`config.mk`:
```
export PLATFORM = sky130hd
export DESIGN_NAME = tw_3w_slave
export DESIGN_NICKNAME = d
export VERILOG_FILES = /design/src/rtl/tw_pkg.sv /design/src/rtl/tw_sync.sv /design/src/rtl/tw_frame.sv /design/src/rtl/tw_bank.sv /design/src/rtl/tw_3w_slave.sv
export SDC_FILE = /design/constraint.sdc
export NUM_CORES = 1
export LEC_CHECK = 0
export ABC_AREA = 1
export BUFFER_PORTS_ARGS = -buffer_cell sky130_fd_sc_hd__buf_2
export CELL_PAD_IN_SITES_DETAIL_PLACEMENT = 0
export CELL_PAD_IN_SITES_GLOBAL_PLACEMENT = 1
export CORE_MARGIN = 3
export CORE_UTILIZATION = 25
export DETAILED_ROUTE_END_ITERATION = 6
export GPL_ROUTABILITY_DRIVEN = 0
export PLACE_DENSITY = 0.52
export SLEW_MARGIN = 20
export SYNTH_ARGS = -nofsm -noshare
export SYNTH_HDL_FRONTEND = slang
export SYNTH_SLANG_ARGS = --single-unit
```
`constraint.sdc`:
```
create_clock -name clk -period 7.4 [get_ports clk]
set_input_delay 0.74 -clock clk [delete_from_list [all_inputs] [get_ports clk]]
set_output_delay 0.74 -clock clk [all_outputs]
set_load 0.005 [all_outputs]
```
`src/rtl/tw_pkg.sv`:
```
package tw_pkg;
  typedef enum logic [1:0] {
    PH_HDR = 2'd0,
    PH_WR  = 2'd1,
    PH_RD  = 2'd2
  } tw_phase_e;
endpackage

```
`src/rtl/tw_sync.sv`:
```
// Multi-stage synchronizer, one chain per bit.
module tw_sync #(
  parameter int W      = 3,
  parameter int STAGES = 2
) (
  input  logic         clk,
  input  logic         rst_n,
  input  logic [W-1:0] d,
  output logic [W-1:0] q
);
  for (genvar b = 0; b < W; b++) begin : g_bit
    logic [STAGES-1:0] sr_q;
    always_ff @(posedge clk or negedge rst_n) begin
      if (!rst_n) sr_q <= '0;
      else        sr_q <= {sr_q[STAGES-2:0], d[b]};
    end
    assign q[b] = sr_q[STAGES-1];
  end
endmodule

```
`src/rtl/tw_frame.sv`:
```
// Serial framing: header decode, write deserialisation, read serialisation.
module tw_frame
  import tw_pkg::*;
#(
  parameter int DATA_W  = 8,
  parameter int ADDR_W  = 7,
  parameter int WR_REGS = 22
) (
  input  logic              clk,
  input  logic              rst_n,
  input  logic              cs_s,
  input  logic              sclk_s,
  input  logic              sdio_s,
  input  logic [DATA_W-1:0] rd_data,
  output logic              wr_en,
  output logic [ADDR_W-1:0] wr_addr,
  output logic [DATA_W-1:0] wr_data,
  output logic [ADDR_W-1:0] rd_addr,
  output logic              load,
  output logic              rd_act,
  output logic              sdio_o,
  output logic              oe
);
  localparam int BW = $clog2(DATA_W);
  localparam logic [BW-1:0]     LAST_BIT = BW'(DATA_W - 1);
  localparam logic [ADDR_W-1:0] WR_LIM   = ADDR_W'(WR_REGS);

  tw_phase_e         ph_q, ph_d;
  logic              sclk_q, cs_q;
  logic [BW-1:0]     cnt_q, cnt_d;
  logic [DATA_W-2:0] sh_q, sh_d;
  logic [ADDR_W-1:0] addr_q, addr_d, addr_inc;
  logic [DATA_W-1:0] out_q, out_d, byte_w;
  logic              oe_q, oe_d;
  logic              fall, rise;

  assign fall     = cs_s & sclk_q & ~sclk_s;
  assign rise     = cs_s & ~sclk_q & sclk_s;
  assign byte_w   = {sh_q, sdio_s};
  assign addr_inc = (addr_q == '1) ? addr_q : addr_q + 1'b1;
  assign load     = cs_q & ~cs_s;

  always_comb begin
    ph_d   = ph_q;
    cnt_d  = cnt_q;
    sh_d   = sh_q;
    addr_d = addr_q;
    out_d  = out_q;
    oe_d   = oe_q;
    wr_en  = 1'b0;
    if (!cs_s) begin
      ph_d  = PH_HDR;
      cnt_d = '0;
      oe_d  = 1'b0;
    end else begin
      case (ph_q)
        PH_HDR, PH_WR: begin
          if (fall) begin
            sh_d  = byte_w[DATA_W-2:0];
            cnt_d = cnt_q + 1'b1;
            if (cnt_q == LAST_BIT) begin
              if (ph_q == PH_HDR) begin
                addr_d = byte_w[DATA_W-1 -: ADDR_W];
                ph_d   = byte_w[0] ? PH_RD : PH_WR;
              end else begin
                wr_en  = (addr_q < WR_LIM);
                addr_d = addr_inc;
              end
            end
          end
        end
        PH_RD: begin
          if (rise) begin
            oe_d  = 1'b1;
            cnt_d = cnt_q + 1'b1;
            if (cnt_q == '0) begin
              out_d  = rd_data;
              addr_d = addr_inc;
            end else begin
              out_d = {out_q[DATA_W-2:0], 1'b0};
            end
          end
        end
        default: ph_d = PH_HDR;
      endcase
    end
  end

  always_ff @(posedge clk or negedge rst_n) begin
    if (!rst_n) begin
      ph_q   <= PH_HDR;
      sclk_q <= 1'b0;
      cs_q   <= 1'b0;
      cnt_q  <= '0;
      sh_q   <= '0;
      addr_q <= '0;
      out_q  <= '0;
      oe_q   <= 1'b0;
    end else begin
      ph_q   <= ph_d;
      sclk_q <= sclk_s;
      cs_q   <= cs_s;
      cnt_q  <= cnt_d;
      sh_q   <= sh_d;
      addr_q <= addr_d;
      out_q  <= out_d;
      oe_q   <= oe_d;
    end
  end

  assign wr_addr = addr_q;
  assign wr_data = byte_w;
  assign rd_addr = addr_q;
  assign rd_act  = (ph_q == PH_RD);
  assign sdio_o  = out_q[DATA_W-1];
  assign oe      = oe_q;
endmodule

```
`src/rtl/tw_bank.sv`:
```
// Staged register bank with a single commit pulse and read multiplexer.
module tw_bank #(
  parameter int DATA_W  = 8,
  parameter int ADDR_W  = 7,
  parameter int WR_REGS = 22
) (
  input  logic                      clk,
  input  logic                      rst_n,
  input  logic                      wr_en,
  input  logic [ADDR_W-1:0]         wr_addr,
  input  logic [DATA_W-1:0]         wr_data,
  input  logic                      load,
  input  logic [ADDR_W-1:0]         rd_addr,
  input  logic [DATA_W-1:0]         status_i,
  output logic [DATA_W-1:0]         rd_data,
  output logic [WR_REGS*DATA_W-1:0] regs_o
);
  localparam logic [ADDR_W-1:0] STAT_ADDR = ADDR_W'(WR_REGS);

  for (genvar g = 0; g < WR_REGS; g++) begin : g_reg
    logic [DATA_W-1:0] stg_q, reg_q, reg_d;
    logic              vld_q, vld_d, stg_we;

    always_comb begin
      stg_we = wr_en && (wr_addr == ADDR_W'(g));
      vld_d  = vld_q;
      reg_d  = reg_q;
      if (stg_we) vld_d = 1'b1;
      if (load) begin
        if (vld_q) reg_d = stg_q;
        vld_d = 1'b0;
      end
    end

    always_ff @(posedge clk) begin
      if (stg_we) stg_q <= wr_data;
    end

    always_ff @(posedge clk or negedge rst_n) begin
      if (!rst_n) begin
        reg_q <= '0;
        vld_q <= 1'b0;
      end else begin
        reg_q <= reg_d;
        vld_q <= vld_d;
      end
    end

    assign regs_o[g*DATA_W +: DATA_W] = reg_q;
  end

  always_comb begin
    rd_data = '0;
    if (rd_addr == STAT_ADDR) rd_data = status_i;
    for (int i = 0; i < WR_REGS; i++) begin
      if (rd_addr == ADDR_W'(i)) rd_data = regs_o[i*DATA_W +: DATA_W];
    end
  end
endmodule

```
`src/rtl/tw_3w_slave.sv`:
```
module tw_3w_slave #(
  parameter int DATA_W      = 8,
  parameter int ADDR_W      = 7,
  parameter int WR_REGS     = 22,
  parameter int SYNC_STAGES = 2
) (
  input  logic                      clk,
  input  logic                      rst_n,
  input  logic                      cs_i,
  input  logic                      sclk_i,
  input  logic                      sdio_i,
  input  logic [DATA_W-1:0]         status_i,
  output logic                      sdio_o,
  output logic                      sdio_oe,
  output logic [WR_REGS*DATA_W-1:0] regs_o
);
  logic [1:0]        rst_sr_q;
  logic              rst_core_n;
  logic [2:0]        pins_s;
  logic              cs_s_w, sclk_s_w, sdio_s_w;
  logic              wr_en_w, load_w, rd_act_w, oe_w;
  logic [ADDR_W-1:0] wr_addr_w, rd_addr_w;
  logic [DATA_W-1:0] wr_data_w, rd_data_w;

  always_ff @(posedge clk or negedge rst_n) begin
    if (!rst_n) rst_sr_q <= '0;
    else        rst_sr_q <= {rst_sr_q[0], 1'b1};
  end
  assign rst_core_n = rst_sr_q[1];

  tw_sync #(.W(3), .STAGES(SYNC_STAGES)) u_sync (
    .clk   (clk),
    .rst_n (rst_core_n),
    .d     ({cs_i, sclk_i, sdio_i}),
    .q     (pins_s)
  );
  assign {cs_s_w, sclk_s_w, sdio_s_w} = pins_s;

  tw_frame #(.DATA_W(DATA_W), .ADDR_W(ADDR_W), .WR_REGS(WR_REGS)) u_frame (
    .clk     (clk),
    .rst_n   (rst_core_n),
    .cs_s    (cs_s_w),
    .sclk_s  (sclk_s_w),
    .sdio_s  (sdio_s_w),
    .rd_data (rd_data_w),
    .wr_en   (wr_en_w),
    .wr_addr (wr_addr_w),
    .wr_data (wr_data_w),
    .rd_addr (rd_addr_w),
    .load    (load_w),
    .rd_act  (rd_act_w),
    .sdio_o  (sdio_o),
    .oe      (oe_w)
  );

  tw_bank #(.DATA_W(DATA_W), .ADDR_W(ADDR_W), .WR_REGS(WR_REGS)) u_bank (
    .clk      (clk),
    .rst_n    (rst_core_n),
    .wr_en    (wr_en_w),
    .wr_addr  (wr_addr_w),
    .wr_data  (wr_data_w),
    .load     (load_w),
    .rd_addr  (rd_addr_w),
    .status_i (status_i),
    .rd_data  (rd_data_w),
    .regs_o   (regs_o)
  );

  // Drive enable falls with the raw chip select, no clock needed.
  assign sdio_oe = oe_w & cs_i;
endmodule

```
After elaboration in Yosys (flattened, before gate mapping)
Cells that the tools add are included.

Bits in registers: 412. Input port bits: 13. Output and inout port bits: 178.

Add/sub/neg operators: 2. Order comparisons: 1. Eq/ne operators: 38. Mux-type cells: 93. Bitwise gates (word level): 9. Reduce and logical (&&, ||, !) cells: 77.

Operators by type and width (count): $mux W8 (24); $eq A7 B4 Y1 const B (8); $mux W1 (52); $eq A7 B5 Y1 const B (7); $reduce_and A2 Y1 (23); $reduce_bool A2 Y1 (23); $mux W7 (6); $eq A7 B3 Y1 const B (4); $logic_and A1 B1 Y1 (22); $ne A3 B2 Y1 const B (5); $eq A7 B2 Y1 const B (2); $pmux W7 S2 (1); $mux W2 (5); $ne A2 B1 Y1 const B (5); $mux W3 (3); $reduce_and A3 Y1 (3); $add A7 B1 Y7 const B (1); $eq A7 B1 Y1 const B (1); $eq A7 B7 Y1 const B (1); $logic_not A7 Y1 (1); $lt A7 B5 Y1 const B (1); $and A1 B1 Y1 (6); $pmux W3 S2 (1); $reduce_and A6 Y1 (1); other kinds (11) (14).

Logic depth before layout (Yosys ltp)
Gate-level depths: netlist (run 1).

Word-level depth: 25. Gate-level depth with buffers: 30.

Cells and area by module
A second synthesis (run 1) with hierarchy kept.

Cells, all modules: 1337. Area total of the unflattened synthesis: 16301.9 µm².

By module, submodules not included: tw_bank (times used 1, cells each 1112, area each 14363.8 µm², sequential area each 10239.8 µm²); tw_frame (times used 1, cells each 211, area each 1704.1 µm², sequential area each 750.7 µm²); tw_sync (times used 1, cells each 9, area each 172.7 µm², sequential area each 150.1 µm²); tw_3w_slave (times used 1, cells each 5, area each 61.3 µm², sequential area each 50.0 µm²).

Least setup slack after synthesis (run 1)
OpenSTA, ideal clock, no wires.

Path type: register to register. From: reg u_sync.g_bit[2].sr_q[1]. To: reg u_bank.g_reg[0].stg_q[0] (enable). Setup time: 0.386 ns. Arrival: 2.180 ns. Setup slack: 4.834 ns. Cell stages (with the launch flop): 9. Path buffers: 2. Clock period less this slack: 2.566 ns. Cells stage by stage: dfrtp_1 -> clkbuf_1 -> inv_1 -> nor3_1 -> inv_1 -> nor2_1 -> nand2_1 -> clkbuf_1 -> nor3_1.

Cells in the longest elaborated chain, start to end: 6.

Ends and longest elaborated chain: from (decl) (line tw_sync.sv:12) `logic [STAGES-1:0] sr_q;`; from (signal assigned) (line tw_sync.sv:15) `else sr_q <= {sr_q[STAGES-2:0], d[b]};`; $and A1 B1 Y1 (2 in a row) (line tw_frame.sv:37) `assign fall = cs_s & sclk_q & ~sclk_s;`; $mux W1 (line tw_frame.sv:58) `if (fall) begin`; $mux W1 (line tw_frame.sv:56) `case (ph_q)`; $mux W1 * (line tw_frame.sv:51) `if (!cs_s) begin`; $logic_and A1 B1 Y1 * (line tw_bank.sv:25) `stg_we = wr_en && (wr_addr == ADDR_W'(g));`; net u_bank.g_reg[0].stg_we (line tw_bank.sv:22) `logic vld_q, vld_d, stg_we;`; to (signal assigned) (line tw_bank.sv:36) `if (stg_we) stg_q <= wr_data;`; to (decl) (line tw_bank.sv:21) `logic [DATA_W-1:0] stg_q, reg_q, reg_d;`.

The timed path passes the listed nets; every way through them passes the cells marked *. A chain may end at the register's enable or synchronous reset.

Worst setup path after layout (run 1)
From: reg u_frame.addr_q[1], in the netlist u_frame.rd_addr[1]. To: reg u_frame.out_q[5].

Cells in the longest elaborated chain, start to end: 25.

Ends and longest elaborated chain: from (decl) (line tw_frame.sv:32) `logic [ADDR_W-1:0] addr_q, addr_d, addr_inc;`; from (signal assigned) (line tw_frame.sv:105) `addr_q <= addr_d;`; $eq A7 B5 Y1 (line tw_bank.sv:54) `if (rd_addr == STAT_ADDR) rd_data = status_i;`; $mux W8 (line tw_bank.sv:54); $mux W8 (21 in a row) (line tw_bank.sv:56) `if (rd_addr == ADDR_W'(i)) rd_data = regs_o[i*DATA_W +: DATA_W];`; $mux W8 * (line tw_bank.sv:56); $mux W8 * (line tw_frame.sv:76) `if (cnt_q == '0) begin`; to (signal assigned) (line tw_frame.sv:106) `out_q <= out_d;`; to (decl) (line tw_frame.sv:33) `logic [DATA_W-1:0] out_q, out_d, byte_w;`.

Mark *: on every way between the ends. The rest lies on a longest branch, timed or not.

==> results by group, run 1 <==
Logic synthesis
  – Synth area leaders: dfrtp_1 36%, edfxtp_1 32%, mux2_2 10%
  – Netlist cell types: 42
  – Yosys warning total: 0
  – Most used flip-flop cell after synthesis: dfrtp_1
  – Register area share after synthesis: 0.679
  – Area leader, netlist: dfrtp_1
  – Synth top area share: 0.358
  – Mapped cell area: between 15,000 and 20,000 um^2
  – Post-synth EDFFs: approximately 180
  – Post-synthesis cell count: 1,325
  – Post-Syn Area per Cell: 12.4 um^2
  – Post-synth net total: 1,345
  – Ys async rst share: 0.573
  – Synthesized flop and latch total: 412

Floorplanning
  – Top-Level Pins: 191
  – Die X: approximately 260 um
  – Initial Utilization: 0.254
  – FP Rows: 93
  – Core area: 64,800 um^2
  – Die area: just under 70,000 um^2
  – Die Height: around 260 um

Layout
  – Commonest non-fill, non-tap cells in the layout: 227 x dfrtp_1, 223 x nand2_1, 190 x buf_2, 176 x edfxtp_1, 149 x mux2_2
  – # fillers: 6,569
  – Core Util, Final: 0.309
  – Nets: 1,561
  – Most common cell after layout, fill and taps aside: dfrtp_1
  – Layout area overhead: 21.5%
  – Share of cells above drive strength 1: 0.309
  – Layout Cell Area excl Fill: approximately 20,000 um^2

Status
  – Outcome: complete, no violations

Power and ir drop
  – Combinational Power Share: 0.143
  – Clock share of power: 0.400
  – Power density over the cells: 297 nW/um^2
  – Peak supply drop: 143 uV
  – Cell Int Power: 0.00417 W
  – Part of the power in registers: 0.457
  – Switching part of the total: 0.298
  – Static Leakage: 9.19 nW
  – Sw Pwr: 0.00177 W

Timing
  – Post-route setup TNS: 0 ns
  – Worst Max-Slew Pin Slew: about 1.0 ns
  – Hold slack: 0.278 ns
  – Setup Viol. Count Final: 0
  – Final hold vios: 0
  – Max-slew violations: 0
  – Fmax: ~270 MHz
  – Headroom to the max-slew limit: 0.332
  – Final cycle utilization of the critical path: 0.507
  – Unrepaired setup endpoints after global routing: no
  – Clock skew: 0.0187 ns
  – Setup ws final: 3.65 ns
  – Min cycle time layout: around 3.8 ns

Setup path
  – CP Max Fanout: 13
  – Critical Path RT: 7.86 ns
  – Worst R2R Path Depth: 25
  – CP Class: reg2reg
  – Data arrival, critical path: 4.21 ns
  – Critical Path Sink Type: flop
  – Startpoint types: flop

Placed design
  – Port bufs: 190
  – Placed cell area: 18,500 um^2
  – HPWL Detailed: 35,900 um
  – Pre-CTS WS: 3.60 ns

Clock network
  – Clk slew on worst S/H paths: ~0.06 ns
  – Post-CTS Resized: 0
  – H-tree Lvls: 2
  – Clock Path Buffers: 3
  – Root Buffer: clkbuf_16
  – CTS tree: built
  – Worst-Skew Late Latency: 0.57 ns
  – CTS sink cnt: 412
  – TritonCTS Buffers: 45

Job
  – Max-cap viol count: 0

Route
  – Via count: 10,900
  – Routed WL: between 50,000 and 60,000 um
  – DR iter-0 viols: between 800 and 900
  – DRC: 0
  – Remaining antenna violation count: 0
  – Vias per cell: ~4.5
  – DR WL/cell: 22.1 um
  – TritonRoute pass-1 iters: 5

Worst hold path
  – Min-delay worst type: in2reg
  – Hold Crit Depth: 1

GRT
  – Largest net degree at the start of global routing: about 150
  – Initial antenna violation count: 1
  – Total gr overflow: 0
  – GRT Util Overall: 0.154
  – Vias in the first global route: 11,300
  – First-pass GRT wire length: 79,800 um
[power by group through the flow]
stage	registers, W	clock network, W	logic (W)
after floorplan	0.00264	0	0.000588
after global placement	0.00277	0	0.000869
after detailed placement	0.00277	0	0.000866
after CTS	0.00273	0.00245	0.000870
after global routing	0.00273	0.00255	0.000963
final	0.00272	0.00237	0.000850
[layer usage]
layer,vias to the layer above,wire length [um],global-route usage
met1,5553,23900,0.208
met3,71,2560,0.0279
met2,288,26100,0.256
li1,5023,-,-
met4,0,1080,0.0375
met5,-,0,0
[repair_timing]
item / CTS / global route
setup buffers: 0 / 0
hold buffers: 1 / 0
endpoints found under the hold margin: 2 / 0
[synthesized netlist by cell type (13+ instances only)]
master,number
a21oi_1,102
inv_2,13
o21ai_0,22
clkbuf_1,20
nor2_1,103
mux2_2,149
edfxtp_1,176
nand2_1,223
dfrtp_1,236
inv_1,76
nand3_1,79
a2bb2oi_1,19
or2_2,18
[cell type report]
| cell class | instances | area (um^2) | area share |
|---|---|---|---|
| Clock buffer | 57 | 1260 | 0.0631 |
| Multi-Input combinational cell | 790 | 4800 | 0.240 |
| Timing Repair Buffer | 200 | 1040 | 0.0520 |
| Tap cell | 855 | 1070 | 0.0534 |
| Antenna cell | 1 | 2.50 | 0.000125 |
| Inverter | 92 | 348 | 0.0174 |
| Sequential cell | 412 | 11200 | 0.559 |
| Clock inverter | 27 | 300 | 0.0150 |
[path summary, 6_finish.rpt]
kind                                     from                  endpoint  slack [ns]
setup / recovery           u_frame.rd_addr[1]          u_frame.out_q[5]        3.65
hold / removal                         sdio_i   u_sync.g_bit[0].sr_q[0]        0.28
setup reg to reg           u_frame.rd_addr[1]          u_frame.out_q[5]        3.65
hold reg to reg                   rst_sr_q[1]   u_sync.g_bit[0].sr_q[0]        0.35
max in group asynchronous         rst_sr_q[1]  u_bank.g_reg[2].reg_q[7]        5.16
min in group asynchronous         rst_sr_q[1]   u_sync.g_bit[0].sr_q[0]        0.35
[worst max-delay path, stage by stage (launching register included)]
cell,delay (ns)
dfrtp_1,0.41
ha_1,0.21
inv_1,0.18
nor3_4,0.57
inv_2,0.13
or2_0,0.22
nand2_1,0.11
nand3_1,0.12
nand3_1,0.11
nand3_1,0.10
nand2_1,0.10
nand3_1,0.07
nand3_1,0.10
nand3_1,0.09
nand2_1,0.09
nand3_1,0.08
nand3_1,0.11
nand3_1,0.10
nand2_1,0.14
nand3_1,0.09
nand3_1,0.10
nand3_1,0.09
nand2_1,0.12
nand2_1,0.06
nand2_1,0.07
a21oi_2,0.05
[stage by stage]
| stage | std cells | power, W |
|---|---|---|
| 2_1_floorplan | 1325 | 0.00322 |
| 3_3_place_gp | 2348 | 0.00364 |
| 3_5_place_dp | 2348 | 0.00364 |
| 4_1_cts | 2433 | 0.00605 |
| 5_1_grt | 2433 | 0.00624 |
| 6_report | 2434 | 0.00594 |
[cells by family (layout without fill, tap and decap cells)]
kind of cell,Yosys count,in the layout,synth area share
AND/OR/NAND/NOR,458,458,0.122
flip-flops,412,412,0.679
AO/OA/AOI/OAI,172,172,0.0592
multiplexers,150,150,0.102
buffers and inverters,123,376,0.0309
adder cells (fa/ha/maj),7,7,0.00531
XOR/XNOR,2,2,0.00106
other,1,2,0.000228
[sequential cells by signal, summed over array words and instances (netlist names)]
register	count
u_bank.g.reg_q	176
u_frame.cnt_q	3
u_bank.g.stg_q	176
u_bank.g.vld_q	22
u_frame.sclk_q	1
u_sync.g_bit.sr_q	6
u_frame.ph_q	2
u_frame.rd_addr	7
u_frame.cs_q	1
rst_sr_q	2
u_frame.oe	1
u_frame.out_q	8
u_frame.sh_q	7
Power figures use the tool's default switching activity.
==> inputs of run 2 (changes only) <==
PLACE_DENSITY = 0.5   (was 0.52)
clock period = 3.7 ns   (was 7.4 ns; I/O delays follow)
==> results by group, run 2 (same netlist as run 1, synthesis figures left out) <==
Setup path
  – Crit path to: u_frame.out_q[2] (was u_frame.out_q[5])
  – Worst R2R Path Depth: 27 (was 25)
  – Reg-to-reg critical path startpoint: u_frame.rd_addr[0] (was u_frame.rd_addr[1])
  – Critical Path RT: 4.16 ns (was 7.86 ns)
  – Startpoint types: flop (unchanged)
  – R2R Setup Slk: 0.31 ns (was 3.65 ns)
  – Reg2Reg Capture Point: u_frame.out_q[2] (was u_frame.out_q[5])
  – CP Max Fanout: 5 (was 13)
  – CP startpoint: u_frame.rd_addr[0] (was u_frame.rd_addr[1])
  – Data arrival, critical path: 3.84 ns (was 4.21 ns)
  – CP Class: reg2reg (unchanged)
  – Critical Path Sink Type: flop (unchanged)

Layout
  – # fillers: 6,575 (was 6,569)
  – Finished Layout Cells: 2,492 (was 2,434)
  – Multi-input logic area: 4810 um^2 (was 4800 um^2)
  – Most common cell after layout, fill and taps aside: dfrtp_1 (unchanged)
  – Share of cells above drive strength 1: 0.330 (was 0.309)
  – Commonest non-fill, non-tap cells in the layout: 229 x dfrtp_1, 223 x nand2_1, 190 x buf_2, 176 x edfxtp_1, 149 x mux2_2 (was 227 x dfrtp_1, 223 x nand2_1, 190 x buf_2, 176 x edfxtp_1, 149 x mux2_2)
  – Regs by FF count: u_bank.g.reg_q: 176 flops, u_bank.g.stg_q: 176 flops, u_bank.g.vld_q: 22 flops (unchanged)
  – Register Area: 11,200 um^2 (about the same)
  – Ant. Diodes: 0 (was 1)
  – Layout area overhead: 24.6% (was 21.5%)
  – Layout Cell Area excl Fill: 20,500 um^2 (was 20,000 um^2)
  – Nets: 1,620 (was 1,561)
  – Core Util, Final: 0.317 (was 0.309)

Power and ir drop
  – Peak supply drop: 282 uV (was 143 uV)
  – Combinational Power Share: 0.161 (was 0.143)
  – Switching part of the total: 0.294 (was 0.298)
  – Power density over the cells: 586 nW/um^2 (was 297 nW/um^2)
  – Cell Int Power: 0.00848 W (was 0.00417 W)
  – Part of the power in registers: 0.445 (was 0.457)
  – Static Leakage: 9.48 nW (was 9.19 nW)
  – Clock share of power: 0.394 (was 0.400)
  – Sw Pwr: 0.00354 W (was 0.00177 W)

GRT
  – Total gr overflow: 0 (unchanged)
  – Initial antenna violation count: 1 (unchanged)
  – Largest net degree at the start of global routing: 59 (was 147)
  – First-pass GRT wire length: 78,400 um (was 79,800 um)
  – Vias in the first global route: 11,400 (was 11,300)
  – GRT Util Overall: 0.151 (was 0.154)

Timing
  – Setup ws final: 0.313 ns (was 3.65 ns)
  – Min cycle time layout: 3.39 ns (was 3.75 ns)
  – Final hold vios: 0 (unchanged)
  – Worst Max-Slew Pin Slew: 0.985 ns (was 0.999 ns)
  – Clock skew: 0.0164 ns (was 0.0187 ns)
  – Fmax: 295 MHz (was 266 MHz)
  – Unrepaired setup endpoints after global routing: no (unchanged)
  – Max-slew violations: 0 (unchanged)
  – Post-route setup TNS: 0 ns (unchanged)
  – Final cycle utilization of the critical path: 0.915 (was 0.507)
  – Headroom to the max-slew limit: 0.341 (was 0.332)
  – Setup Viol. Count Final: 0 (unchanged)

Clock network
  – CTS sink cnt: 412 (unchanged)
  – CTS tree: built (unchanged)
  – Worst-Skew Late Latency: 0.58 ns (was 0.57 ns)
  – Clock Path Buffers: 3 (unchanged)
  – TritonCTS Buffers: 46 (was 45)
  – H-tree Lvls: 2 (unchanged)
  – Root Buffer: clkbuf_16 (unchanged)
  – Clk slew on worst S/H paths: 0.06 ns (about the same)

Route
  – Met2 wire len: 25,200 um (was 26,100 um)
  – Via count: 11,000 (was 10,900)
  – Max Used Layer: met4 (unchanged)
  – Routed WL: 52,800 um (was 53,700 um)
  – Vias per cell: 4.40 (was 4.49)
  – TritonRoute pass-1 iters: 5 (unchanged)
  – DRT met1 WL: 24,000 um (was 23,900 um)
  – DR WL/cell: 21.2 um (was 22.1 um)
  – DRC: 0 (unchanged)
  – Met3 routed WL: 2530 um (was 2560 um)
  – Remaining antenna violation count: 0 (unchanged)
  – DR iter-0 viols: 746 (was 819)

Floorplanning
  – Core area: 64,800 um^2 (unchanged)
  – Die X: 263 um (unchanged)
  – Initial Utilization: 0.254 (unchanged)
  – Die area: 69,000 um^2 (unchanged)
  – Top-Level Pins: 191 (unchanged)
  – FP Rows: 93 (unchanged)
  – Die Height: 263 um (unchanged)

Placed design
  – Port bufs: 190 (unchanged)
  – Pre-CTS WS: 0.126 ns (was 3.60 ns)
  – Dpl cells: 2,399 (was 2,348)
  – Placed cell area: 18,900 um^2 (was 18,500 um^2)
  – HPWL Detailed: 36,700 um (was 35,900 um)

Job
  – Max-cap viol count: 0 (unchanged)

Status
  – Outcome: complete, no violations (unchanged)

Worst hold path
  – Min-delay worst type: in2async (was in2reg)
==> run 2: area by class of cell <==
class	instances	share of cell area
Sequential cell	412	0.546
Multi-Input combinational cell	790	0.235
Timing Repair Buffer	258	0.0747
Clock buffer	64	0.0644
Tap cell	855	0.0521
Inverter	92	0.0169
Clock inverter	21	0.0115
==> run 2: power groups by stage <==
| stage | clock, W | sequential, W | combinational (W) |
|---|---|---|---|
| CTS | 0.00488 | 0.00537 | 0.00195 |
| global placement | 0 | 0.00545 | 0.00195 |
| finish | 0.00474 | 0.00535 | 0.00193 |
| detailed placement | 0 | 0.00546 | 0.00194 |
| global route | 0.00508 | 0.00539 | 0.00218 |
| floorplan | 0 | 0.00527 | 0.00118 |
==> run 2: what timing repair did <==
action / CTS / global route
gates resized for setup: 0 / 7
hold buffers: 4 / 0
buffers inserted: 0 / 4
setup endpoints to repair: 0 / 4
hold endpoints to repair: 5 / 0
==> run 2: stage by stage <==
| step | power [W] | hold slack [ns] |
|---|---|---|
| floorplan | 0.00645 | 0.0744 |
| global placement | 0.00740 | 0.156 |
| detailed placement | 0.00740 | 0.157 |
| CTS | 0.0122 | 0.0641 |
| global route | 0.0126 | 0.0803 |
| finish | 0.0120 | 0.106 |
==> run 2: metal layers <==
| metal | vias up | GRT usage |
|---|---|---|
| met2 | 245 | 0.248 |
| met4 | 0 | 0.0382 |
| met3 | 60 | 0.0301 |
| met5 | - | 0 |
| li1 | 5151 | - |
| met1 | 5514 | 0.204 |
==> run 2: worst max-delay path, stage by stage (launching register included) <==
cell and delay, ns:
dfrtp_1 0.41, inv_1 0.12, ha_2 0.21, nand2_1 0.16, nor2_8 0.15, inv_2 0.07, buf_4 0.15, or2_0 0.20
nand3_1 0.12, nand2_1 0.08, nand2_1 0.09, nand2_1 0.06, nand3_1 0.11, nand3_1 0.09, nand2_1 0.08, nand3_1 0.08
nand3_1 0.09, nand3_1 0.09, nand3_1 0.09, nand3_1 0.11, o21ai_1 0.13, nand3_1 0.11, nand3_1 0.12, nand3_1 0.08
nand2_1 0.07, nand2_1 0.06, nand2_1 0.07, a21oi_1 0.06
==> run 2: worst min-delay path by stage <==
stage	slack, ns	depth (start not counted)	endpoint
floorplan	0.07	0	rst_sr_q[0]
global placement	0.16	1	rst_sr_q[0]
detailed placement	0.16	1	rst_sr_q[0]
CTS	0.06	2	rst_sr_q[1]
global route	0.08	2	rst_sr_q[1]
finish	0.11	2	rst_sr_q[1]
==> inputs of run 3 (changes only) <==
clock period = 3.25 ns   (was 3.7 ns; I/O delays follow)
==> results by group, run 3 (same netlist as run 1, synthesis figures left out) <==
Route
  – DRC: 0 (unchanged)
  – Via count: 11,300 (was 11,000)
  – TritonRoute pass-1 iters: 4 (was 5)
  – Routed WL: 54,300 um (was 52,800 um)
  – Vias per cell: 4.44 (was 4.40)
  – DR iter-0 viols: 790 (was 746)
  – Remaining antenna violation count: 0 (unchanged)
  – DR WL/cell: 21.2 um (about the same)

Timing
  – Fmax: 320 MHz (was 295 MHz)
  – Min cycle time layout: 3.13 ns (was 3.39 ns)
  – Setup ws final: 0.121 ns (was 0.313 ns)
  – Final cycle utilization of the critical path: 0.963 (was 0.915)
  – Post-route setup TNS: 0 ns (unchanged)
  – Clock skew: 0.0175 ns (was 0.0164 ns)
  – Unrepaired setup endpoints after global routing: yes (was no)
  – Setup Viol. Count Final: 0 (unchanged)
  – Headroom to the max-slew limit: 0.293 (was 0.341)
  – Worst Max-Slew Pin Slew: 1.06 ns (was 0.985 ns)
  – Max-slew violations: 0 (unchanged)
  – Final hold vios: 0 (unchanged)

Clock network
  – Root Buffer: clkbuf_16 (unchanged)
  – H-tree Lvls: 2 (unchanged)
  – Clock Path Buffers: 3 (unchanged)
  – Clk slew on worst S/H paths: 0.06 ns (about the same)
  – CTS tree: built (unchanged)
  – Worst-Skew Late Latency: 0.57 ns (was 0.58 ns)
  – TritonCTS Buffers: 47 (was 46)
  – CTS sink cnt: 412 (unchanged)

Setup path
  – Slowest cell on the critical path: dfrtp_1 (unchanged)
  – Critical Path RT: 3.71 ns (was 4.16 ns)
  – CP max stage delay: 0.41 ns (about the same)
  – Startpoint types: flop (unchanged)
  – CP Class: reg2reg (unchanged)
  – Data arrival, critical path: 3.59 ns (was 3.84 ns)
  – CP Max Fanout: 7 (was 5)
  – Critical Path Sink Type: flop (unchanged)
  – CP dominant cell by count: nand2_1 (was nand3_1)

Layout
  – Register Area: 11,200 um^2 (unchanged)
  – Multi-input logic area: 5110 um^2 (was 4810 um^2)
  – # fillers: 6,518 (was 6,575)
  – Ant. Diodes: 0 (unchanged)
  – Regs by FF count: u_bank.g.reg_q: 176 flops, u_bank.g.stg_q: 176 flops, u_bank.g.vld_q: 22 flops (unchanged)
  – Core Util, Final: 0.330 (was 0.317)
  – Layout Cell Area excl Fill: 21,400 um^2 (was 20,500 um^2)
  – Commonest non-fill, non-tap cells in the layout: 229 x dfrtp_1, 195 x nand2_1, 190 x buf_2, 176 x edfxtp_1, 149 x mux2_2 (was 229 x dfrtp_1, 223 x nand2_1, 190 x buf_2, 176 x edfxtp_1, 149 x mux2_2)
  – Nets: 1,684 (was 1,620)
  – Share of cells above drive strength 1: 0.401 (was 0.330)
  – Most common cell after layout, fill and taps aside: dfrtp_1 (unchanged)
  – Layout area overhead: 29.8% (was 24.6%)

Placed design
  – HPWL Detailed: 37,300 um (was 36,700 um)
  – Placed cell area: 19,200 um^2 (was 18,900 um^2)
  – Port bufs: 190 (unchanged)
  – Pre-CTS WS: -0.139 ns (was 0.126 ns)

GRT
  – Initial antenna violation count: 0 (was 1)
  – Largest net degree at the start of global routing: 82 (was 59)
  – GRT Util Overall: 0.155 (was 0.151)
  – Vias in the first global route: 11,700 (was 11,400)
  – First-pass GRT wire length: 80,700 um (was 78,400 um)
  – Total gr overflow: 0 (unchanged)

Floorplanning
  – FP Rows: 93 (unchanged)
  – Die Height: 263 um (unchanged)
  – Initial Utilization: 0.254 (unchanged)
  – Die area: 69,000 um^2 (unchanged)
  – Die X: 263 um (unchanged)
  – Core area: 64,800 um^2 (unchanged)
  – Top-Level Pins: 191 (unchanged)

Power and ir drop
  – Static Leakage: 9.93 nW (was 9.48 nW)
  – Power density over the cells: 680 nW/um^2 (was 586 nW/um^2)
  – Peak supply drop: 359 uV (was 282 uV)

Worst hold path
  – Min-delay worst type: in2async (unchanged)

Job
  – Max-cap viol count: 0 (unchanged)

Status
  – Outcome: complete, no violations (unchanged)
## run 3: changes by cell type in the layout (fill, tap and decap cells not counted), sizes merged
cell,delta
clkinv,-2
clkbuf,+3
inv,+1
buf,+63
## run 3: what timing repair did
| action | in CTS | in global routing |
|---|---|---|
| endpoints found under the hold margin | 5 | 0 |
| endpoints found under the setup margin | 5 | 8 |
| pin swaps | 27 | 37 |
| buffers inserted | 14 | 3 |
| hold buffers | 4 | 0 |
| resized for setup | 27 | 67 |
## run 3: worst max-delay path, delay by kind of cell, from the launching register on
family / cells / cell delay (ns)
and+or+nand+nor: 16 / 1.20
DFF: 1 / 0.41
buffers and inverters: 3 / 0.28
AOI/OAI and AO/OA: 6 / 0.94
adders and majority gates: 1 / 0.19
## run 3: path summary, 6_finish.rpt
kind | slack (ns) | startpoint | endpoint | cells after the start
max | 0.12 | u_frame.rd_addr[1] | u_frame.out_q[3] | 26
min | 0.07 | rst_n | rst_sr_q[1] | 2
max reg2reg | 0.12 | u_frame.rd_addr[1] | u_frame.out_q[3] | 26
min reg2reg | 0.34 | rst_sr_q[1] | u_bank.g_reg[1].reg_q[0] | 0
max in group asynchronous | 1.93 | rst_sr_q[1] | u_bank.g_reg[14].reg_q[2] | 1
min in group clk | 0.35 | u_sync.g_bit[0].sr_q[0] | u_sync.g_bit[0].sr_q[1] | 0
## run 3: cell type report
class | count | area share
clock buffers | 67 | 0.0638
well taps | 855 | 0.0500
repair buffers | 321 | 0.0958
multi-input cells | 790 | 0.239
inverters | 92 | 0.0164
clock inverters | 20 | 0.0113
flip-flops and latches | 412 | 0.524
## run 3: per-stage QoR
stage	std cells	total power [W]	hold WS (ns)
floorplan	1325	0.00734	0.0294
global placement	2450	0.00869	0.113
detailed placement	2450	0.00870	0.113
CTS	2554	0.0145	0.0301
global route	2557	0.0153	0.0536
finish	2557	0.0145	0.0729
## run 3: metal layers
layer,up-vias,share of wire,wire [um],GRT usage
li1,5282,-,-,-
met1,5757,0.46,24800,0.211
met2,245,0.48,26000,0.255
met3,62,0.043,2350,0.0302
met4,0,0.021,1140,0.0390
met5,-,0,0,0
## run 3: where the power goes
group / total (W) / internal [W] / switching [W] / leakage, nW
Combinational: 0.00293 / 0.00119 / 0.00174 / 4.31
Sequential: 0.00611 / 0.00570 / 0.000409 / 4.84
Clock: 0.00550 / 0.00332 / 0.00218 / 0.782
Total: 0.0145 / 0.0102 / 0.00433 / 9.93
